===== config.mk =====
export PLATFORM = sky130hd
export DESIGN_NAME = pageWriteEngine
export DESIGN_NICKNAME = d
export VERILOG_FILES = /design/src/rtl/pageWritePkg.sv /design/src/rtl/pageWriteCtl.sv /design/src/rtl/pageWriteDp.sv /design/src/rtl/pageWriteEngine.sv
export SDC_FILE = /design/constraint.sdc
export NUM_CORES = 1
export LEC_CHECK = 0
export ABC_AREA = 0
export CORE_MARGIN = 5
export CORE_UTILIZATION = 40
export CTS_BUF_LIST = sky130_fd_sc_hd__clkbuf_8
export CTS_CLUSTER_SIZE = 28
export DETAILED_ROUTE_END_ITERATION = 10
export PLACE_DENSITY = 0.58
export REMOVE_ABC_BUFFERS = 1
export SLEW_MARGIN = 40
export SYNTH_ARGS = -nofsm -noshare
export SYNTH_HDL_FRONTEND = slang
export SYNTH_SLANG_ARGS = --single-unit

===== constraint.sdc =====
create_clock -name clk -period 6.8 [get_ports clk]
set_input_delay 2.04 -clock clk [delete_from_list [all_inputs] [get_ports clk]]
set_output_delay 2.04 -clock clk [all_outputs]
set_load 0.05 [all_outputs]

===== src/rtl/pageWritePkg.sv =====
`timescale 1ns/1ps
package pageWritePkg;
  localparam int unsigned OFF_BITS   = 5;
  localparam int unsigned PAGE_BITS  = 8;
  localparam int unsigned ADDR_BITS  = PAGE_BITS + OFF_BITS;
  localparam int unsigned PAGE_BYTES = 1 << OFF_BITS;
  localparam int unsigned DATA_BITS  = 8;
  // number of page-number MSBs that select the protected quarter
  localparam int unsigned PROT_BITS  = 2;

  typedef struct packed {
    logic                loadAddr;
    logic                takeByte;
    logic                advRead;
    logic                clearPend;
    logic                commitEn;
    logic [OFF_BITS-1:0] commitIdx;
  } engStrobe_t;
endpackage


===== src/rtl/pageWriteCtl.sv =====
`timescale 1ns/1ps
module pageWriteCtl
  import pageWritePkg::*;
#(
  parameter int unsigned BUSY_CYCLES = 250000
) (
  input  logic                 clk,
  input  logic                 rstN,
  input  logic                 addrLoadStb,
  input  logic                 wrByteStb,
  input  logic                 rdAdvStb,
  input  logic                 stopStb,
  input  logic                 wpIn,
  input  logic                 pendAny,
  input  logic [PAGE_BITS-1:0] curPage,
  output logic                 busy,
  output engStrobe_t           strb
);
  localparam int unsigned CNT_W = $clog2(BUSY_CYCLES + 1);
  localparam logic [CNT_W-1:0] LAST_CNT = CNT_W'(BUSY_CYCLES - 1);
  localparam logic [CNT_W-1:0] SCAN_END = CNT_W'(PAGE_BYTES);

  logic             busyQ;
  logic             protQ;
  logic [CNT_W-1:0] cntQ;
  logic             idle;
  logic             lastCycle;
  logic             protNow;
  logic             startCommit;

  always_comb begin
    idle           = !busyQ;
    strb.loadAddr  = idle && addrLoadStb;
    strb.takeByte  = idle && wrByteStb && !addrLoadStb;
    strb.advRead   = idle && rdAdvStb && !addrLoadStb && !wrByteStb;
    lastCycle      = busyQ && (cntQ == LAST_CNT);
    strb.clearPend = lastCycle || strb.loadAddr;
    strb.commitEn  = busyQ && !protQ && (cntQ < SCAN_END);
    strb.commitIdx = cntQ[OFF_BITS-1:0];
    protNow        = wpIn && (&curPage[PAGE_BITS-1 -: PROT_BITS]);
    startCommit    = idle && stopStb && !addrLoadStb && (pendAny || strb.takeByte);
  end

  always_ff @(posedge clk or negedge rstN) begin
    if (!rstN) begin
      busyQ <= 1'b0;
      protQ <= 1'b0;
      cntQ  <= '0;
    end else if (startCommit) begin
      busyQ <= 1'b1;
      protQ <= protNow;
      cntQ  <= '0;
    end else if (lastCycle) begin
      busyQ <= 1'b0;
      cntQ  <= '0;
    end else if (busyQ) begin
      cntQ  <= cntQ + 1'b1;
    end
  end

  assign busy = busyQ;
endmodule


===== src/rtl/pageWriteDp.sv =====
`timescale 1ns/1ps
module pageWriteDp
  import pageWritePkg::*;
(
  input  logic                 clk,
  input  logic                 rstN,
  input  engStrobe_t           strb,
  input  logic [ADDR_BITS-1:0] addrLoadVal,
  input  logic [DATA_BITS-1:0] wrByteVal,
  output logic [ADDR_BITS-1:0] curAddr,
  output logic [PAGE_BITS-1:0] curPage,
  output logic                 pendAny,
  output logic                 memWrEn,
  output logic [ADDR_BITS-1:0] memWrAddr,
  output logic [DATA_BITS-1:0] memWrData
);
  logic [ADDR_BITS-1:0]  addrQ;
  logic [OFF_BITS-1:0]   offset;
  logic [PAGE_BYTES-1:0] pendVec;
  logic [DATA_BITS-1:0]  laneData [PAGE_BYTES];

  assign offset = addrQ[OFF_BITS-1:0];

  always_ff @(posedge clk or negedge rstN) begin
    if (!rstN) begin
      addrQ <= '0;
    end else if (strb.loadAddr) begin
      addrQ <= addrLoadVal;
    end else if (strb.takeByte) begin
      addrQ[OFF_BITS-1:0] <= offset + 1'b1;
    end else if (strb.advRead) begin
      addrQ <= addrQ + 1'b1;
    end
  end

  for (genvar g = 0; g < PAGE_BYTES; g++) begin : gLane
    logic                 hitLane;
    logic                 pendQ;
    logic [DATA_BITS-1:0] dataQ;

    assign hitLane = strb.takeByte && (offset == OFF_BITS'(g));

    always_ff @(posedge clk) begin
      if (hitLane) dataQ <= wrByteVal;
    end

    always_ff @(posedge clk or negedge rstN) begin
      if (!rstN)               pendQ <= 1'b0;
      else if (strb.clearPend) pendQ <= 1'b0;
      else if (hitLane)        pendQ <= 1'b1;
    end

    assign pendVec[g]  = pendQ;
    assign laneData[g] = dataQ;
  end

  assign curAddr   = addrQ;
  assign curPage   = addrQ[ADDR_BITS-1:OFF_BITS];
  assign pendAny   = |pendVec;
  assign memWrEn   = strb.commitEn && pendVec[strb.commitIdx];
  assign memWrAddr = {addrQ[ADDR_BITS-1:OFF_BITS], strb.commitIdx};
  assign memWrData = laneData[strb.commitIdx];
endmodule


===== src/rtl/pageWriteEngine.sv =====
`timescale 1ns/1ps
module pageWriteEngine
  import pageWritePkg::*;
#(
  parameter int unsigned BUSY_CYCLES = 250000
) (
  input  logic                 clk,
  input  logic                 rstN,
  input  logic                 addrLoadStb,
  input  logic [ADDR_BITS-1:0] addrLoadVal,
  input  logic                 wrByteStb,
  input  logic [DATA_BITS-1:0] wrByteVal,
  input  logic                 rdAdvStb,
  input  logic                 stopStb,
  input  logic                 wpIn,
  output logic                 busy,
  output logic [ADDR_BITS-1:0] curAddr,
  output logic                 memWrEn,
  output logic [ADDR_BITS-1:0] memWrAddr,
  output logic [DATA_BITS-1:0] memWrData
);
  engStrobe_t           strb;
  logic                 pendAny;
  logic [PAGE_BITS-1:0] curPage;

  pageWriteCtl #(.BUSY_CYCLES(BUSY_CYCLES)) u_ctl (
    .clk(clk), .rstN(rstN),
    .addrLoadStb(addrLoadStb), .wrByteStb(wrByteStb), .rdAdvStb(rdAdvStb),
    .stopStb(stopStb), .wpIn(wpIn), .pendAny(pendAny), .curPage(curPage),
    .busy(busy), .strb(strb)
  );

  pageWriteDp u_dp (
    .clk(clk), .rstN(rstN), .strb(strb),
    .addrLoadVal(addrLoadVal), .wrByteVal(wrByteVal),
    .curAddr(curAddr), .curPage(curPage), .pendAny(pendAny),
    .memWrEn(memWrEn), .memWrAddr(memWrAddr), .memWrData(memWrData)
  );
endmodule


==> summary.md, run 1 <==
| Metric | Value |
|---|---|
| Die Area | 37380 um2 |
| Dpl ws | 1750 ps |
| Starting Density | 40.29% |
| Via density | 5.475 |
| First-pass GRT wire length | 47910 um |
| Max IR drop VDD | 0.2798 mV |
| Worst setup EP type | output port |
| DRT iter0 DRCs | 432 |
| Crit Path Category | reg2out |
| Mux contribution to synthesized area | 14.90% |
| Most frequent cell after synthesis | edfxtp_1 |
| Post-Synth Simple-Gate Area | 6.347% |
| CTS tree | done |
| Row count | 67 |
| Worst rel slew slack | 50.66% |
| WL per Instance | 22.90 um |
| Post-CTS Resized | 0 |
| Worst-path clk slew | 60 ps |
| Die Ht | 193.3 um |
| Synth top area share | 57.18% |
| Final ANT Viol Nets | 0 |
| WP data arrival | 3520 ps |
| Synth area leaders | edfxtp_1 (57%), dfrtp_1 (12%), mux4_2 (12%) |
| Clock Sink Count | 321 |
| Critical path's largest stage delay | 910 ps |
| Placed Instances | 1253 |
| Aggregate global routing overflow | 0 |
| Global Route Usage Sum | 16.49% |
| Worst Setup Slack, final | 1243 ps |
| FF+latch count, synth | 321 |
| Skew-Pair Late Insertion Delay | 580 ps |
| Clock Path Buffers | 3 |
| Core box area | 33360 um2 |
| Slew Limit Fails | 0 |
| Min Hold Slack | 516.1 ps |
| # Max-Cap Violations | 0 |
| Drt drc | 0 |
| FMAX | 180.0 MHz |
| Slowest CP cell | clkdlybuf4s50_1 |
| Ant. Diodes | 0 |
| Crit start category | flip-flop |
| XOR/XNOR Fraction of Synth Area | 0.06515% |
| Postcts setup bufs | 0 |
| Synth top cells by count | edfxtp_1 (256), mux4_2 (72), dfrtp_1 (65), mux2i_1 (37), o21a_1 (35) |
| Final hold viol count | 0 |
| Vias | 7370 |
| # hold bufs at CTS | 0 |
| Port bufs | 63 |
| Largest net degree at the start of global routing | 66 |
| Final instance area | 15450 um2 |
| Hold Crit Class | reg2reg |
| Area of the mapped netlist | 13440 um2 |
| Largest family of logic cells by synthesized area | multiplexers |
| Placed Area | 14530 um2 |
| Min cycle time layout | 5557 ps |
| Yosys cell types | 51 |
| CTS Buf Count | 51 |
| Syn avg cell area | 17.10 um2 |
| Total Nets Final | 893 |
| Antenna violations before repair | 0 |
| H-tree depth | 2 |
| Post-synth EDFFs | 256 |
| Worst-path fanout max | 35 |
| Final setup viols | 0 |
| Pre-antenna DRT Iters | 4 |
| Syn Inst Count | 786 |
| CP required | 4760 ps |
| Power density over the cells | 397.5 nW/um2 |
| Synth Area in Adders | 0.6515% |
| Post-detail-place hpwl | 19270 um |
| Post-synthesis compound-gate area fraction | 6.263% |
| Status | complete, no violations |
| Final RePlAce weighted congestion | 0.8030 |
| Unrepaired setup endpoints after global routing | no |
| Setup Skew | 42.86 ps |
| Lkg Pwr | 0.005427 uW |
| Die X | 193.3 um |
| Register area share after synthesis | 69.28% |
| Area grow syn2layout | 14.90% |
| Cell taking the most area after synthesis | edfxtp_1 |
| Worst-Margin Slew | 739.3 ps |
| Final Cycle Share | 81.72% |
| Number of global-route vias before repair | 7863 |
| Root buffer cell | clkbuf_8 |
| I/O pin count | 64 |
| Drt total wl | 30830 um |
| Non-Filler Instances | 1346 |
| Async SR Flop Fraction | 20.25% |
| YS warnings | 0 |
| Cell Chain, Critical Path | buf_12, mux4_2, mux2i_1, a22o_1, a221oi_1, clkdlybuf4s50_1 |
| Layout cells sized above 1 | 20.27% |
| Synth Flop Type | edfxtp_1 |
==> cells in the final DEF, fill, tap and decap left out, types with 3 or more instances in the layout <==
cell type,n
nor3_4,4
mux2i_1,37
a221oi_1,8
o21ai_0,17
a22o_1,11
a2bb2oi_1,4
a21oi_1,13
nor4_1,13
nand4_1,9
clkbuf_8,55
buf_4,7
a211o_1,3
clkinv_2,3
or2_2,3
ha_1,7
edfxtp_1,256
o22ai_1,4
buf_2,7
dfrtp_1,62
inv_1,30
nor3_1,14
nor2_1,17
clkdlybuf4s50_1,56
nand2b_1,3
buf_12,3
nand2_1,30
a221o_1,5
clkinv_1,13
nand3_1,12
and3_1,11
nor2_2,14
a22oi_1,5
o21a_1,35
and2_1,21
mux4_2,72
a31oi_1,4
==> final cells by class <==
class / count / area [um2]
clock buffer: 55 / 757.0
inverter: 11 / 41.29
tap: 448 / 560.5
fill: 2951 / 17920
sequential: 321 / 9323
timing repair buffer: 74 / 719.4
clock inverter: 38 / 158.9
multi-input combinational: 399 / 3887
==> per-layer routing <==
layer	up-vias	track usage (%)	share of wire, %
li1	3299	-	-
met1	3825	23.51	45
met2	200	26.30	48
met3	46	3.253	5.0
met4	0	4.301	1.9
met5	-	0	0
==> flip-flops by register name, indices dropped and copies added, names as in the netlist <==
| register | flops |
|---|---|
| u_ctl.cntQ | 18 |
| u_dp.gLane.dataQ | 256 |
| u_ctl.protQ | 1 |
| u_dp.gLane.pendQ | 32 |
| u_dp.curAddr | 13 |
| u_ctl.busy | 1 |
==> final timing paths <==
kind / from / to / slack [ps] / cells after the start
max reg2reg: u_ctl.cntQ[0] / u_ctl.cntQ[14] / 3990 / 7
max in group asynchronous: rstN / u_ctl.cntQ[0] / 4770 / 2
min: u_dp.gLane[26].pendQ / u_dp.gLane[26].pendQ / 520 / 1
min reg2reg: u_dp.gLane[26].pendQ / u_dp.gLane[26].pendQ / 520 / 1
max: u_ctl.cntQ[1] / memWrData[4] / 1240 / 6
min in group asynchronous: rstN / u_dp.curAddr[12] / 1530 / 2
==> logic make-up after synthesis <==
kind of cell,after synthesis
flip-flops,321
AND/OR/NAND/NOR,164
AO/OA/AOI/OAI,117
multiplexers,110
buffers and inverters,66
adder cells (fa/ha/maj),7
XOR/XNOR,1
==> critical path: cells and delay by family, from the launching register on <==
kind	cells	cell delay (ps)
multiplexers	2	270
flip-flops	1	780
buffers and inverters	2	1200
AO/OA/AOI/OAI	2	650
==> stage by stage <==
step                      setup TNS (ps)  power (uW)  util, %
final                                  0        6141    46.30
after global routing                   0        6483    46.30
after CTS                              0        6241    46.29
after detailed placement               0        4746    43.55
after global placement                 0        4718    43.42
after floorplan                    -4872        4012        -
==> power breakdown <==
part           internal (uW)  switching, uW
logic                    915           1280
clock network            743            726
registers               2220            251
total                   3880           2260
No activity file was read; power rests on OpenSTA's default activity.
==> run 2, diff against run 1 <==
Settings changed: PLACE_DENSITY 0.58 to 0.6.
Clock period 6.8 ns to 4.6 ns, I/O delays scaled along.
==> summary.md, run 2 (synthesis results as in run 1) <==
| Metric | Value |
|---|---|
| WL per Instance | 22.35 um (-2.4%) |
| FF-to-FF setup slack | 1620 ps (-2370 ps) |
| Internal power | 5883 uW (+52%) |
| Biggest regs | u_dp.gLane.dataQ: 256 flops, u_dp.gLane.pendQ: 32 flops, u_ctl.cntQ: 18 flops |
| Worst Setup Slack, final | 236.7 ps (-1006 ps) |
| Die Area | 37380 um2 (unchanged) |
| Worst rel slew slack | 51.63% (+0.97 points) |
| Largest register FFs | 256 (unchanged) |
| Postcts setup bufs | 0 (unchanged) |
| Post-detail-place hpwl | 19050 um (-1.1%) |
| Final Power | 9245 uW (+51%) |
| Cell Chain, Critical Path | buf_12, mux4_2, mux2i_1, a22oi_1, nand2_1, nor3_1, buf_4 |
| Core box area | 33360 um2 (unchanged) |
| Switching share of total power | 36.37% (-0.41 points) |
| # Max-Cap Violations | 0 (unchanged) |
| Setup Skew | 34.20 ps (-8.660 ps) |
| Antenna violations before repair | 0 (unchanged) |
| Ant. Diodes | 0 (unchanged) |
| Worst-Margin Slew | 725.6 ps (-13.76 ps) |
| Min cycle time layout | 4363 ps |
| Area grow syn2layout | 16.06% |
| Filler cell count | 2946 (-0.17%) |
| Crit Path Category | reg2out |
| Post-CTS Resized | 0 (unchanged) |
| Status | complete, no violations |
| Row count | 67 (unchanged) |
| Drt total wl | 30580 um (-0.81%) |
| Hold wc startpoint | u_dp.gLane[10].pendQ |
| Drt drc | 0 (unchanged) |
| CTS Buf Count | 54 (+5.9%) |
| Die Ht | 193.3 um (unchanged) |
| WP buf/inv | 2 (unchanged) |
| CP delay by family, top | flip-flops |
| Combinational Power Share | 35.2% (-0.6 points) |
| Final Cycle Share | 94.85% |
| Path depth of the worst reg2reg path | 7 (unchanged) |
| DRT iter0 DRCs | 449 (+3.9%) |
| Hold depth | 1 (unchanged) |
| Crit start category | flip-flop |
| WP data arrival | 2980 ps (-540 ps) |
| Port bufs | 63 (unchanged) |
| FMAX | 229.2 MHz |
| Clock group share of total power | 25.0% (+1.1 points) |
| WHS Endpoint | u_dp.gLane[10].pendQ |
| Worst-path clk slew | 60 ps (about the same) |
| Worst setup EP type | output port |
| First-pass GRT wire length | 47240 um (-1.4%) |
| Worst-path fanout max | 28 (-20%) |
| H-tree depth | 2 (unchanged) |
| Final hold viol count | 0 (unchanged) |
| Max IR drop VDD | 0.4601 mV (+64%) |
| Slowest CP cell | dfrtp_4 |
| Final TNS setup | 0 ps (unchanged) |
| Total Nets Final | 913 (+2.2%) |
| Critical path's largest stage delay | 810 ps (-100 ps) |
| Min Hold Slack | 522.3 ps (+6.166 ps) |
| CP required | 3220 ps (-1540 ps) |
| Die X | 193.3 um (unchanged) |
| Lkg Pwr | 0.005571 uW (+2.6%) |
| Hold Crit Class | reg2reg |
| CTS tree | done |
| Global Route Usage Sum | 16.07% (-0.41 points) |
| Power density over the cells | 592.5 nW/um2 (+49%) |
| Final setup viols | 0 (unchanged) |
| Commonest non-fill, non-tap cell in the layout | edfxtp_1 |
| Starting Density | 40.29% (unchanged) |
| Reg-to-Reg End | u_ctl.cntQ[14] |
| Clock Path Buffers | 3 (unchanged) |
| Aggregate global routing overflow | 0 (unchanged) |
| Sequential share of power | 39.8% (-0.5 points) |
| Vias | 7491 (+1.6%) |
| Pre-antenna DRT Iters | 5 (+1) |
| FF+latch area | 9323 um2 (unchanged) |
| Clock Sink Count | 321 (unchanged) |
| Number of global-route vias before repair | 7852 (-0.14%) |
| I/O pin count | 64 (unchanged) |
| Layout cells sized above 1 | 21.30% (+1.0 points) |
| Via density | 5.476 (about the same) |
| Final RePlAce weighted congestion | 0.7710 (-4.0%) |
| Biggest register | u_dp.gLane.dataQ |
| Final ANT Viol Nets | 0 (unchanged) |
| Skew-Pair Late Insertion Delay | 580 ps (about the same) |
| Unrepaired setup endpoints after global routing | no |
| Most frequent cells in the layout | edfxtp_1 (256), mux4_2 (72), dfrtp_1 (62) |
| Dpl ws | 748.5 ps (-1001 ps) |
| Reg-to-Reg Start | u_ctl.cntQ[1] |
| # hold bufs at CTS | 0 (unchanged) |
| Root buffer cell | clkbuf_8 |
| Multi-input logic area | 3810 um2 (-2.0%) |
| NetSw | 3362 uW (+49%) |
| Largest net degree at the start of global routing | 46 (-30%) |
| Slew Limit Fails | 0 (unchanged) |
run 2: changes by cell type in the layout (fill, tap and decap cells not counted), moves of 3 or more:
cell	delta
inv_1	+3
buf_12	+4
nor2_2	-11
clkinv_1	-4
nor2_1	+11
buf_4	+23
clkdlybuf4s50_1	-8
nor3_4	-4
nor3_1	+4
run 2: final cells by class:
type | instances | area share [%]
sequential | 321 | 59.75
inverter | 11 | 0.2646
tap | 448 | 3.592
clock inverter | 42 | 1.427
timing repair buffer | 91 | 5.613
multi-input combinational | 399 | 24.42
clock buffer | 56 | 4.939
run 2: power groups by stage:
stage / combinational, uW / clock, uW / sequential [uW]
after CTS: 3300 / 2390 / 3690
after global placement: 3280 / 0 / 3740
after detailed placement: 3290 / 0 / 3750
after global routing: 3460 / 2540 / 3730
after floorplan: 1760 / 0 / 4170
final: 3250 / 2310 / 3680
run 2: layer usage:
layer	global-route usage, %	share of wire, %
met1	22.53	44
met2	25.25	48
met3	4.157	6.4
met4	4.354	1.7
met5	0	0
run 2: worst max path at each step:
stage                        from      endpoint  slack [ps]  depth (start not counted)
finish              u_ctl.cntQ[0]       memWrEn         240                          7
global placement    u_ctl.cntQ[0]  memWrData[5]         720                          6
global route        u_ctl.cntQ[0]  memWrData[5]          30                          6
floorplan           u_ctl.cntQ[0]  memWrData[6]       -2090                          4
detailed placement  u_ctl.cntQ[0]  memWrData[3]         750                          5
CTS                 u_ctl.cntQ[0]  memWrData[5]         100                          6
run 2: worst reg2reg max path, cell delays in order (launching register included):
cell and delay (ps):
dfrtp_4 890, buf_12 290, ha_1 260, nand4_1 160
or4_1 620, or2_0 250, and3_1 180, a211o_1 210
run 2: through the flow:
step | cell area (um2) | utilization, % | instances
after floorplan | 13150 | - | 731
after global placement | 14620 | 43.83 | 1270
after detailed placement | 14610 | 43.77 | 1270
after CTS | 15600 | 46.75 | 1368
after global routing | 15600 | 46.77 | 1368
final | 15600 | 46.77 | 1368
